===== src/rtl/vq_seq_pkg.sv =====
package vq_seq_pkg;
  typedef enum logic [2:0] {
    ST_IDLE,
    ST_ENC,
    ST_DRAIN,
    ST_LEARN,
    ST_FLUSH
  } seq_state_e;
endpackage


===== src/rtl/vq_slice_ctr.sv =====
module vq_slice_ctr #(
  parameter int M_W = 4
) (
  input  logic           clk_i,
  input  logic           rst_ni,
  input  logic           clear_i,
  input  logic           step_i,
  input  logic [M_W-1:0] m_i,
  output logic           last_o
);
  logic [M_W-1:0] cnt_q;

  assign last_o = (cnt_q == m_i);

  always_ff @(posedge clk_i or negedge rst_ni) begin
    if (!rst_ni)      cnt_q <= M_W'(1);
    else if (clear_i) cnt_q <= M_W'(1);
    else if (step_i)  cnt_q <= last_o ? M_W'(1) : cnt_q + M_W'(1);
  end

  AST_SLICE_RANGE: assert property (@(posedge clk_i) disable iff (!rst_ni)
    step_i |-> (cnt_q >= M_W'(1)) && (cnt_q <= m_i));
endmodule


===== src/rtl/vq_wr_pipe.sv =====
module vq_wr_pipe #(
  parameter int ADDR_W = 10,
  parameter int LAT    = 3
) (
  input  logic              clk_i,
  input  logic              rst_ni,
  input  logic              vld_i,
  input  logic [ADDR_W-1:0] addr_i,
  output logic              vld_o,
  output logic [ADDR_W-1:0] addr_o
);
  logic [LAT-1:0]    vld_sr;
  logic [ADDR_W-1:0] addr_sr [LAT];

  always_ff @(posedge clk_i or negedge rst_ni) begin
    if (!rst_ni) begin
      vld_sr[0]  <= 1'b0;
      addr_sr[0] <= '0;
    end else begin
      vld_sr[0]  <= vld_i;
      addr_sr[0] <= addr_i;
    end
  end

  for (genvar g = 1; g < LAT; g++) begin : g_stage
    always_ff @(posedge clk_i or negedge rst_ni) begin
      if (!rst_ni) begin
        vld_sr[g]  <= 1'b0;
        addr_sr[g] <= '0;
      end else begin
        vld_sr[g]  <= vld_sr[g-1];
        addr_sr[g] <= addr_sr[g-1];
      end
    end
  end

  assign vld_o  = vld_sr[LAT-1];
  assign addr_o = vld_sr[LAT-1] ? addr_sr[LAT-1] : '0;
endmodule


===== src/rtl/vq_slice_sequencer.sv =====
module vq_slice_sequencer
  import vq_seq_pkg::*;
#(
  parameter int ADDR_W     = 10,
  parameter int M_W        = 4,
  parameter int N_W        = 7,
  parameter int SEARCH_LAT = 7,
  parameter int UPD_LAT    = 3
) (
  input  logic              clk_i,
  input  logic              rst_ni,
  input  logic              start_i,
  input  logic              learn_i,
  input  logic [M_W-1:0]    slices_i,
  input  logic [N_W-1:0]    neurons_i,
  input  logic [ADDR_W-1:0] winner_addr_i,
  output logic              rd_en_o,
  output logic [ADDR_W-1:0] rd_addr_o,
  output logic              sep_o,
  output logic              mode_sel_o,
  output logic              wr_en_o,
  output logic [ADDR_W-1:0] wr_addr_o,
  output logic              done_o
);
  localparam int WAIT_MAX = (SEARCH_LAT > UPD_LAT) ? SEARCH_LAT : UPD_LAT;
  localparam int W_W      = $clog2(WAIT_MAX + 1);

  seq_state_e        state_q;
  logic [ADDR_W-1:0] addr_q;
  logic [N_W-1:0]    nidx_q, n_q;
  logic [M_W-1:0]    m_q;
  logic [W_W-1:0]    wait_q;
  logic              learn_q, done_q;
  logic              slice_last, slice_clear, slice_step;
  logic              go, drain_end, flush_end;

  assign go          = (state_q == ST_IDLE) && start_i;
  assign drain_end   = (state_q == ST_DRAIN) && (wait_q == W_W'(SEARCH_LAT - 1));
  assign flush_end   = (state_q == ST_FLUSH) && (wait_q == W_W'(UPD_LAT - 1));
  assign slice_step  = (state_q == ST_ENC) || (state_q == ST_LEARN);
  assign slice_clear = go || (drain_end && learn_q);

  vq_slice_ctr #(.M_W(M_W)) u_slice (
    .clk_i   (clk_i),
    .rst_ni  (rst_ni),
    .clear_i (slice_clear),
    .step_i  (slice_step),
    .m_i     (m_q),
    .last_o  (slice_last)
  );

  always_ff @(posedge clk_i or negedge rst_ni) begin
    if (!rst_ni) begin
      state_q <= ST_IDLE;
      addr_q  <= '0;
      nidx_q  <= '0;
      n_q     <= N_W'(1);
      m_q     <= M_W'(1);
      wait_q  <= '0;
      learn_q <= 1'b0;
      done_q  <= 1'b0;
    end else begin
      done_q <= 1'b0;
      unique case (state_q)
        ST_IDLE: if (start_i) begin
          m_q     <= (slices_i == '0) ? M_W'(1) : slices_i;
          n_q     <= (neurons_i == '0) ? N_W'(1) : neurons_i;
          learn_q <= learn_i;
          addr_q  <= '0;
          nidx_q  <= '0;
          state_q <= ST_ENC;
        end
        ST_ENC: begin
          addr_q <= addr_q + ADDR_W'(1);
          if (slice_last) begin
            nidx_q <= nidx_q + N_W'(1);
            if (nidx_q == n_q - N_W'(1)) begin
              wait_q  <= '0;
              state_q <= ST_DRAIN;
            end
          end
        end
        ST_DRAIN: begin
          wait_q <= wait_q + W_W'(1);
          if (drain_end) begin
            if (learn_q) begin
              addr_q  <= winner_addr_i;
              state_q <= ST_LEARN;
            end else begin
              done_q  <= 1'b1;
              state_q <= ST_IDLE;
            end
          end
        end
        ST_LEARN: begin
          addr_q <= addr_q + ADDR_W'(1);
          if (slice_last) begin
            wait_q  <= '0;
            state_q <= ST_FLUSH;
          end
        end
        ST_FLUSH: begin
          wait_q <= wait_q + W_W'(1);
          if (flush_end) begin
            done_q  <= 1'b1;
            state_q <= ST_IDLE;
          end
        end
        default: state_q <= ST_IDLE;
      endcase
    end
  end

  assign rd_en_o    = slice_step;
  assign rd_addr_o  = slice_step ? addr_q : '0;
  assign sep_o      = slice_step && slice_last;
  assign mode_sel_o = (state_q == ST_LEARN) || (state_q == ST_FLUSH);
  assign done_o     = done_q;

  vq_wr_pipe #(.ADDR_W(ADDR_W), .LAT(UPD_LAT)) u_wr (
    .clk_i  (clk_i),
    .rst_ni (rst_ni),
    .vld_i  (state_q == ST_LEARN),
    .addr_i (addr_q),
    .vld_o  (wr_en_o),
    .addr_o (wr_addr_o)
  );

  AST_SEP_ON_READ: assert property (@(posedge clk_i) disable iff (!rst_ni)
    sep_o |-> rd_en_o);
  AST_RD_STEP: assert property (@(posedge clk_i) disable iff (!rst_ni)
    (rd_en_o && !sep_o) |=> rd_en_o && ((rd_addr_o - $past(rd_addr_o)) == ADDR_W'(1)));
  AST_WINNER_LOAD: assert property (@(posedge clk_i) disable iff (!rst_ni)
    $rose(mode_sel_o) |-> rd_en_o && (rd_addr_o == $past(winner_addr_i)));
  AST_WR_TRAILS: assert property (@(posedge clk_i) disable iff (!rst_ni)
    wr_en_o |-> $past(rd_en_o && mode_sel_o, UPD_LAT));
  AST_WR_ADDR: assert property (@(posedge clk_i) disable iff (!rst_ni)
    wr_en_o |-> (wr_addr_o == $past(rd_addr_o, UPD_LAT)));
  AST_WR_IN_LEARN: assert property (@(posedge clk_i) disable iff (!rst_ni)
    wr_en_o |-> mode_sel_o);
  AST_DONE_QUIET: assert property (@(posedge clk_i) disable iff (!rst_ni)
    done_o |-> !rd_en_o && !mode_sel_o && !wr_en_o);
  AST_DONE_PULSE: assert property (@(posedge clk_i) disable iff (!rst_ni)
    done_o |=> !done_o);
endmodule


===== config.mk =====
export PLATFORM = sky130hd
export DESIGN_NAME = vq_slice_sequencer
export DESIGN_NICKNAME = d
export VERILOG_FILES = /design/src/rtl/vq_seq_pkg.sv /design/src/rtl/vq_slice_ctr.sv /design/src/rtl/vq_wr_pipe.sv /design/src/rtl/vq_slice_sequencer.sv
export SDC_FILE = /design/constraint.sdc
export NUM_CORES = 1
export LEC_CHECK = 0
export BUFFER_PORTS_ARGS = -buffer_cell sky130_fd_sc_hd__clkbuf_2
export CAP_MARGIN = 20
export CORE_MARGIN = 10
export CORE_UTILIZATION = 35
export DETAILED_ROUTE_END_ITERATION = 10
export GPL_TIMING_DRIVEN = 0
export PLACE_DENSITY = 0.52
export RECOVER_POWER = 50
export SYNTH_ARGS = -nofsm -noshare
export SYNTH_HDL_FRONTEND = slang
export SYNTH_SLANG_ARGS = --single-unit

===== constraint.sdc =====
create_clock -name clk_i -period 2.5 [get_ports clk_i]
set_input_delay 0.375 -clock clk_i [delete_from_list [all_inputs] [get_ports clk_i]]
set_output_delay 0.375 -clock clk_i [all_outputs]
set_load 0.02 [all_outputs]

* Word-level counts from Yosys, hierarchy flattened
Index checks and enable logic that the tools add are counted.
** Cells by class
- $add $sub $neg :: 5
- Equal/unequal tests :: 15
- Muxes and demuxes :: 30
- Reduce and logical (&&, ||, !) cells :: 22
** Operators by type and width (count)
- $mux W10 :: 5
- $pmux W10 S3 :: 1
- $mux W3 :: 9
- $mux W7 :: 3
- $mux W4 :: 4
- $pmux W3 S5 :: 1
- $pmux W7 S2 :: 1
- $ne A2 B2 Y1 const B :: 6
- $add A10 B1 Y10 const B :: 1
- $eq A3 B2 Y1 const B :: 3
- $pmux W3 S3 :: 1
- $reduce_and A4 Y1 :: 2
- $add A7 B1 Y7 const B :: 1
- $eq A7 B7 Y1 :: 1
- $logic_not A7 Y1 :: 1
- $sub A7 B1 Y7 const B :: 1
- $eq A3 B3 Y1 const B :: 2
- $reduce_and A6 Y1 :: 1
- $reduce_bool A3 Y1 :: 2
- $logic_and A1 B1 Y1 :: 5
- $add A4 B1 Y4 const B :: 1
- $eq A4 B4 Y1 :: 1
- $logic_not A4 Y1 :: 1
- $reduce_bool A2 Y1 :: 2
- other kinds (11) :: 16
** Word-level totals
- Register bits after elaboration :: 73
- Input port bits :: 25
- Word-level logic and storage cells :: 87

* Logic depth before layout (Yosys ltp)
Gate-level depths: netlist (run 1).
- Word-level depth :: 5
- Gate-level depth with buffers :: 8
- Gate-level depth less buffers :: 7

* Modules after synthesis
A second synthesis (run 1) with hierarchy kept.
** Unflattened totals
- Cells, all modules :: 336
- Area, all modules :: 3405.8 um^2
** By module, submodules not included
- vq_slice_sequencer :: instances 1, cells each 267, area an instance 2232.1 um^2
- vq_wr_pipe :: instances 1, cells each 43, area an instance 888.4 um^2
- vq_slice_ctr :: instances 1, cells each 26, area an instance 285.3 um^2

* Worst setup path before layout (run 1)
Ideal clock, no wire load.
- Path type :: flip-flop to flip-flop
- Start :: reg u_slice.cnt_q[0]
- End :: reg nidx_q[5]
- Setup time :: 0.125 ns
- Arrival :: 2.039 ns
- Slack :: 0.336 ns
- Stages on the path, launching flop included :: 6
- Path buffers :: 0
- Period minus slack after synthesis :: 2.164 ns
- Cells stage by stage :: dfstp_2 > xor2_1 > nor4_1 > mux2i_1 > nor3_1 > mux2_2
** On the way
- Longest elaborated chain between the ends :: 3
** RTL lines
- from (decl) :: line vq_slice_ctr.sv:11 : logic [M_W-1:0] cnt_q;
- from (signal assigned) :: line vq_slice_ctr.sv:18 : else if (step_i) cnt_q <= last_o ? M_W'(1) : cnt_q + M_W'(1);
- $eq A4 B4 Y1 :: line vq_slice_ctr.sv:13 : assign last_o = (cnt_q == m_i);
- $ne A2 B2 Y1 (no source line)
- $reduce_and A3 Y1 (no source line)
- to (signal assigned) :: line vq_slice_sequencer.sv:76 : nidx_q <= nidx_q + N_W'(1);
- to (decl) :: line vq_slice_sequencer.sv:30 : logic [N_W-1:0] nidx_q, n_q;
Every way passes these cells.
A chain may end at the register's enable or synchronous reset.

* Worst setup path after layout (run 1)
- Start :: reg u_slice.cnt_q[1]
- End :: out sep_o
** On the way
- Longest elaborated chain between the ends :: 2
** RTL lines
- $eq A4 B4 Y1 :: line vq_slice_ctr.sv:13
- $logic_and A1 B1 Y1 :: line vq_slice_sequencer.sv:116 : assign sep_o = slice_step && slice_last;
- to (decl) :: line vq_slice_sequencer.sv:19 : output logic sep_o,
Every way passes these cells.

==> results of run 1 <==
## how the worst max path moves through the flow
| stage | startpoint | to | slack, ns | cells after the start |
|---|---|---|---|---|
| 5_1_grt | n_q[0] | state_q[1] | 0.02 | 7 |
| 4_1_cts | state_q[2] | rd_addr_o[0] | 0.02 | 6 |
| 6_report | u_slice.cnt_q[1] | sep_o | 0.12 | 5 |
| 3_5_place_dp | n_q[0] | state_q[1] | 0.12 | 7 |
| 2_1_floorplan | u_slice.cnt_q[0] | nidx_q[5] | 0.34 | 5 |
| 3_3_place_gp | u_slice.cnt_q[0] | nidx_q[5] | -0.36 | 5 |
## critical path, delay by kind of cell (launching register included)
family                    cells  cell delay, ns
buffers and inverters         2            0.44
DFF                           1            0.43
xor gates and xnor gates      1            0.17
and+or+nand+nor               2            0.61
## where the power goes
| group | leakage, nW | switching, mW | internal (mW) | total, mW |
|---|---|---|---|---|
| Sequential | 0.908 | 0.433 | 1.69 | 2.12 |
| Combinational | 0.903 | 1.05 | 0.782 | 1.83 |
| Clock | 0.0923 | 0.499 | 0.379 | 0.878 |
## sequential cells by signal, indices dropped and copies added (netlist names), 3 cells and up
register       count
u_wr.addr_sr      30
addr_q            10
n_q                7
nidx_q             7
m_q                4
u_slice.cnt_q      4
state_q            3
wait_q             3
## kinds of logic (layout without fill, tap and decap cells)
family                     after synthesis  count (layout)  synth area share
and+or+nand+nor                        149             149             0.217
DFF                                     73              73             0.542
AOI/OAI and AO/OA                       70              70             0.140
buffers and inverters                   25              92            0.0278
xor gates and xnor gates                13              13            0.0378
adders and majority gates                6               6            0.0222
muxes                                    4               4            0.0126
## metal layers
layer	wire length (µm)	global-route usage	up-vias	share of wire
met2	3760	0.179	43	0.47
met3	287	0.0276	9	0.036
met4	83	0.0394	0	0.010
met1	3800	0.155	1291	0.48
li1	-	-	1314	-
met5	0	0	-	0
## cell usage after synthesis, types with 2 or more instances
master / number
dfrtp_1: 70
nand2_1: 49
nor2_1: 31
o21ai_0: 26
and2_1: 21
clkbuf_1: 13
nor3_1: 12
inv_1: 11
xor2_1: 8
a21oi_1: 7
a31oi_1: 7
nand3_1: 7
and3_1: 6
ha_1: 6
a22oi_1: 4
nand2b_1: 4
xnor2_1: 4
a41o_1: 3
dfstp_2: 3
nand4_1: 3
nor4_1: 3
a211o_1: 2
a21o_1: 2
a22o_1: 2
and4_1: 2
mux2_2: 2
mux2i_1: 2
nor2b_1: 2
o311ai_0: 2
o41ai_1: 2
## repair_timing
action / CTS / global route
gates resized for setup: 1 / 3
hold buffers: 1 / 0
hold endpoints to repair: 10 / 0
setup endpoints to repair: 10 / 11
pin swaps: 0 / 1
gates cloned: 0 / 0
## stage by stage
step	std cells	util	hold WS [ns]
floorplan	340	-	0.0794
global placement	518	0.405	0.333
detailed placement	521	0.410	0.268
CTS	537	0.431	0.219
global route	536	0.429	0.232
finish	536	0.429	0.230
## area by class of cell
| cell class | instances | area (µm²) |
|---|---|---|
| buffer | 12 | 46.3 |
| clock buffer | 9 | 124 |
| clock inverter | 7 | 62.6 |
| fill | 952 | 5320 |
| inverter | 11 | 41.3 |
| multi-input combinational | 242 | 1470 |
| sequential | 73 | 1830 |
| tap | 129 | 161 |
| timing repair buffer | 53 | 272 |
==> flow_metrics.py, run 1 <==
metrics = {
    "clocking": {
        "cts_root_buffer": "clkbuf_8",
        "cts-htree-levels": 3,
        "clkTransAtPathRegs_ns": 0.09,
        "cts_tree": "yes",
        "cts_setup_buffers": 0,
        "clk_latency_ns": 0.34,
        "cts_buffers": 9,
        "clockBufferDepth": 2,
        "cts.sinks": 73,
    },
    "sta": {
        "drv_slew": 0,
        "period_needed_ns": 2.38,
        "rsz0062_at_grt": "false",
        "totalNegativeSetupSlack_ns": 0,
        "setup_viol": 0,
        "setup_slack_ns": 0.125,
        "fin_worst_skew_ns": 0.00801,
        "period_share": 0.950,
        "worst_pin_slew_ns": 0.855,
        "clock.fmax_mhz": 421,
        "hold_viol": 0,
        "slew_headroom": 0.430,
    },
    "power_and_ir_drop": {
        "p_per_area_mw_per_mm2": 1200,
        "vdd_drop_max_uv": 407,
        "power_mw": 4.83,
        "p_leak_nw": 1.90,
    },
    "floorplan": {
        "core_mm2": 0.00933,
        "die_w_um": 118,
        "num_rows": 35,
        "die_area_mm2": 0.0140,
        "ios": 50,
        "dieHeight_um": 118,
        "initial_utilization": 0.362,
    },
    "layout": {
        "fin_nets": 433,
        "area_growth_pct": 18.7,
        "layout_commonest_cell": "dfrtp_1",
        "post-route-cell-area_mm2": 0.00401,
        "n_antenna_cell": 0,
        "final_cell_mix": "70 x dfrtp_1, 49 x clkbuf_2, 49 x nand2_1",
        "layout-drive-gt1-share": 0.199,
    },
    "place": {
        "dp_hpwl_um": 5790,
        "dp_slack_ns": 0.125,
        "io_buffers": 49,
        "routabilityCongestion": 0.862,
        "placed_cell_area_mm2": 0.00382,
    },
    "worst_setup_path": {
        "cp.arrival_ns": 2.00,
        "r2r_end": "state_q[1]",
        "critPathLaunchType": "flop",
        "crit_path_max_fanout": 6,
        "r2r-start": "n_q[0]",
        "cp_cell_sequence": "xor2_1, nor4_2, buf_2, and2_1, clkbuf_2",
        "cp_slowest_stage_delay_ns": 0.43,
        "r2r_cells": 7,
        "critPathSlowestCell": "dfrtp_1",
        "rrSetupSlack_ns": 0.14,
        "crit_path_end_kind": "output port",
        "critical_path_required_ns": 2.12,
        "critical_path_class": "reg -> out",
    },
    "global_route": {
        "grt_max_degree": 64,
        "grt_first_pass_wirelength_um": 13400,
        "grt_pass1_vias": 2671,
        "grt_usage": 0.116,
        "grt-ovfl-total": 0,
        "grt_antenna_before_repair": 0,
    },
    "drt": {
        "wirelength_um": 7930,
        "drc": 0,
        "via_per_inst": 4.96,
        "vias": 2657,
        "dr.pass1.iters": 4,
        "drt-wirelength-per-cell_um": 14.8,
        "ant_nets": 0,
        "drtIter0Drc": 116,
    },
    "synthesis": {
        "synth-seq-cells": 73,
        "ys_warn_count": 0,
        "postSynthCellCount": 340,
        "synth-seq-area-share": 0.542,
        "synthesis.nets": 371,
        "yosysTopAreaCell": "dfrtp_1",
        "syn_area_mm2": 0.00337,
        "syn_area_per_cell_um2": 9.92,
        "synth_flop_cell": "dfrtp_1",
        "synth.area.top_cells": "dfrtp_1 52%, nand2_1 5.5%, and2_1 3.9%, o21ai_0 3.9%, nor2_1 3.4%",
        "synth_edf_count": 0,
        "ys_types": 54,
        "synth.top_cell.area_share": 0.519,
        "synthArstFlopShare": 1.00,
    },
    "hold_path": {
        "hold_end": "n_q[3]",
        "hold_depth": 3,
        "hold_path_class": "in -> reg",
        "hp-start": "neurons_i[3]",
    },
    "job": {
        "maxCapViolCount": 0,
    },
    "outcome": {
        "outcome": "finished clean",
    },
}
Note: power is estimated with default switching activity, not from simulation.
==> run 2: changes to the inputs <==
--- a/config.mk
+++ b/config.mk
@@ -7,11 +7,10 @@
 export LEC_CHECK = 0
 export BUFFER_PORTS_ARGS = -buffer_cell sky130_fd_sc_hd__clkbuf_2
 export CAP_MARGIN = 20
-export CORE_MARGIN = 10
 export CORE_UTILIZATION = 35
 export DETAILED_ROUTE_END_ITERATION = 10
 export GPL_TIMING_DRIVEN = 0
-export PLACE_DENSITY = 0.52
+export PLACE_DENSITY = 0.64
 export RECOVER_POWER = 50
 export SYNTH_ARGS = -nofsm -noshare
 export SYNTH_HDL_FRONTEND = slang
==> flow_metrics.py, run 2 (same netlist as run 1, synthesis figures left out) <==
metrics = {
    "layout": {
        "reg_top3": "u_wr.addr_sr x30, addr_q x10",
        "final_cell_mix": "70 x dfrtp_1, 50 x clkbuf_2, 49 x nand2_1",
        "fin_nets": 432,
        "layout-drive-gt1-share": 0.197,
        "finalNonFillerCells": 535,
        "post-route-cell-area_mm2": 0.00405,
        "n_antenna_cell": 0,
        "area_growth_pct": 20.0,
        "layout_commonest_cell": "dfrtp_1",
        "regMostFlops": "u_wr.addr_sr",
        "largest_register_ffs": 30,
        "fin_util": 0.436,
    },
    "drt": {
        "ant_nets": 0,
        "drtIter0Drc": 181,
        "drc": 0,
        "wirelength_um": 7240,
        "vias": 2677,
        "dr.pass1.iters": 4,
        "via_per_inst": 5.00,
        "drt-wirelength-per-cell_um": 13.5,
    },
    "power_and_ir_drop": {
        "clkPwrFrac": 0.199,
        "combPwrFrac": 0.376,
        "power_mw": 4.94,
        "switching_share": 0.402,
        "intPower_mw": 2.96,
        "p_per_area_mw_per_mm2": 1220,
        "p_leak_nw": 1.92,
        "switchingPower_mw": 1.99,
        "vdd_drop_max_uv": 645,
        "p_seq_frac": 0.425,
    },
    "sta": {
        "whs_ns": 0.220,
        "drv_slew": 0,
        "period_share": 0.954,
        "slew_headroom": 0.178,
        "clock.fmax_mhz": 419,
        "setup_slack_ns": 0.116,
        "rsz0062_at_grt": "false",
        "period_needed_ns": 2.38,
        "worst_pin_slew_ns": 1.23,
        "fin_worst_skew_ns": 0.0147,
        "hold_viol": 0,
        "setup_viol": 0,
        "totalNegativeSetupSlack_ns": 0,
    },
    "clocking": {
        "cts-htree-levels": 3,
        "cts_tree": "yes",
        "clk_latency_ns": 0.35,
        "clockBufferDepth": 2,
        "cts_setup_buffers": 0,
        "cts_buffers": 9,
        "clkTransAtPathRegs_ns": 0.08,
        "cts_root_buffer": "clkbuf_8",
        "cts.sinks": 73,
    },
    "worst_setup_path": {
        "critPathLaunchType": "flop",
        "rrSetupSlack_ns": 0.18,
        "critical_path_required_ns": 2.12,
        "crit_path_end_kind": "output port",
        "r2r_end": "state_q[1]",
        "critical_path_class": "reg -> out",
        "cp.arrival_ns": 2.01,
        "r2r_cells": 7,
        "r2r-start": "n_q[0]",
        "crit_path_max_fanout": 10,
    },
    "floorplan": {
        "initial_utilization": 0.363,
        "num_rows": 35,
        "ios": 50,
        "die_w_um": 100,
        "dieHeight_um": 100,
        "core_mm2": 0.00928,
        "die_area_mm2": 0.0100,
    },
    "place": {
        "routabilityCongestion": 0.864,
        "dp.cells": 519,
        "dp_slack_ns": -0.249,
        "placed_cell_area_mm2": 0.00381,
        "dp_hpwl_um": 5040,
        "io_buffers": 49,
    },
    "global_route": {
        "grt_max_degree": 55,
        "grt-ovfl-total": 0,
        "grt_first_pass_wirelength_um": 12300,
        "grt_pass1_vias": 2540,
        "grt_usage": 0.156,
        "grt_antenna_before_repair": 0,
    },
    "outcome": {
        "outcome": "finished clean",
    },
    "hold_path": {
        "hold_depth": 3,
        "hp-start": "learn_i",
        "hold_end": "learn_q",
        "hold_path_class": "in -> reg",
    },
    "job": {
        "maxCapViolCount": 0,
    },
}
[run 2: cell types whose count changed in the layout (fill, tap and decap cells not counted), sizes merged]
cell,delta
inv,+1
clkinv,-2
bufinv,+1
buf,-1
[run 2: repair_timing]
item	4_1_cts	5_1_grt
pin swaps	0	1
gates resized for setup	3	1
endpoints found under the setup margin	12	14
hold buffers	1	0
endpoints found under the hold margin	18	0
[run 2: how the worst max path moves through the flow]
stage / from / to / depth (start not counted)
2_1_floorplan: u_slice.cnt_q[0] / nidx_q[5] / 5
3_3_place_gp: u_slice.cnt_q[0] / nidx_q[5] / 5
3_5_place_dp: u_slice.cnt_q[0] / nidx_q[5] / 5
4_1_cts: n_q[0] / state_q[1] / 7
5_1_grt: u_slice.cnt_q[0] / sep_o / 4
6_report: state_q[2] / rd_addr_o[1] / 5
[run 2: critical path, stage by stage (launching register included)]
cell and delay, ns:
dfrtp_1 0.48, nand2b_1 0.32, inv_1 0.28, clkbuf_2 0.23
and2_1 0.17, clkbuf_2 0.17
[run 2: cell type report]
class,count,area (µm²)
fill,911,5230
sequential,73,1830
multi-input combinational,242,1480
timing repair buffer,52,287
tap,129,161
clock buffer,9,124
clock inverter,7,83.8
buffer,12,46.3
inverter,11,41.3
[run 2: power by group through the flow]
stage          sequential (mW)  clock (mW)  combinational [mW]
5_1_grt                   2.18        1.06                2.08
3_5_place_dp              2.13           0                1.79
3_3_place_gp              2.09           0                1.73
2_1_floorplan             1.99           0                1.35
4_1_cts                   2.10        1.02                1.84
6_report                  2.10       0.985                1.86
[run 2: metal layers]
layer | global-route usage | up-vias | part of all wire
met5 | 0 | - | 0
met4 | 0.0725 | 0 | 0.017
met3 | 0.0383 | 12 | 0.039
met2 | 0.246 | 67 | 0.48
met1 | 0.204 | 1288 | 0.47
li1 | - | 1310 | -
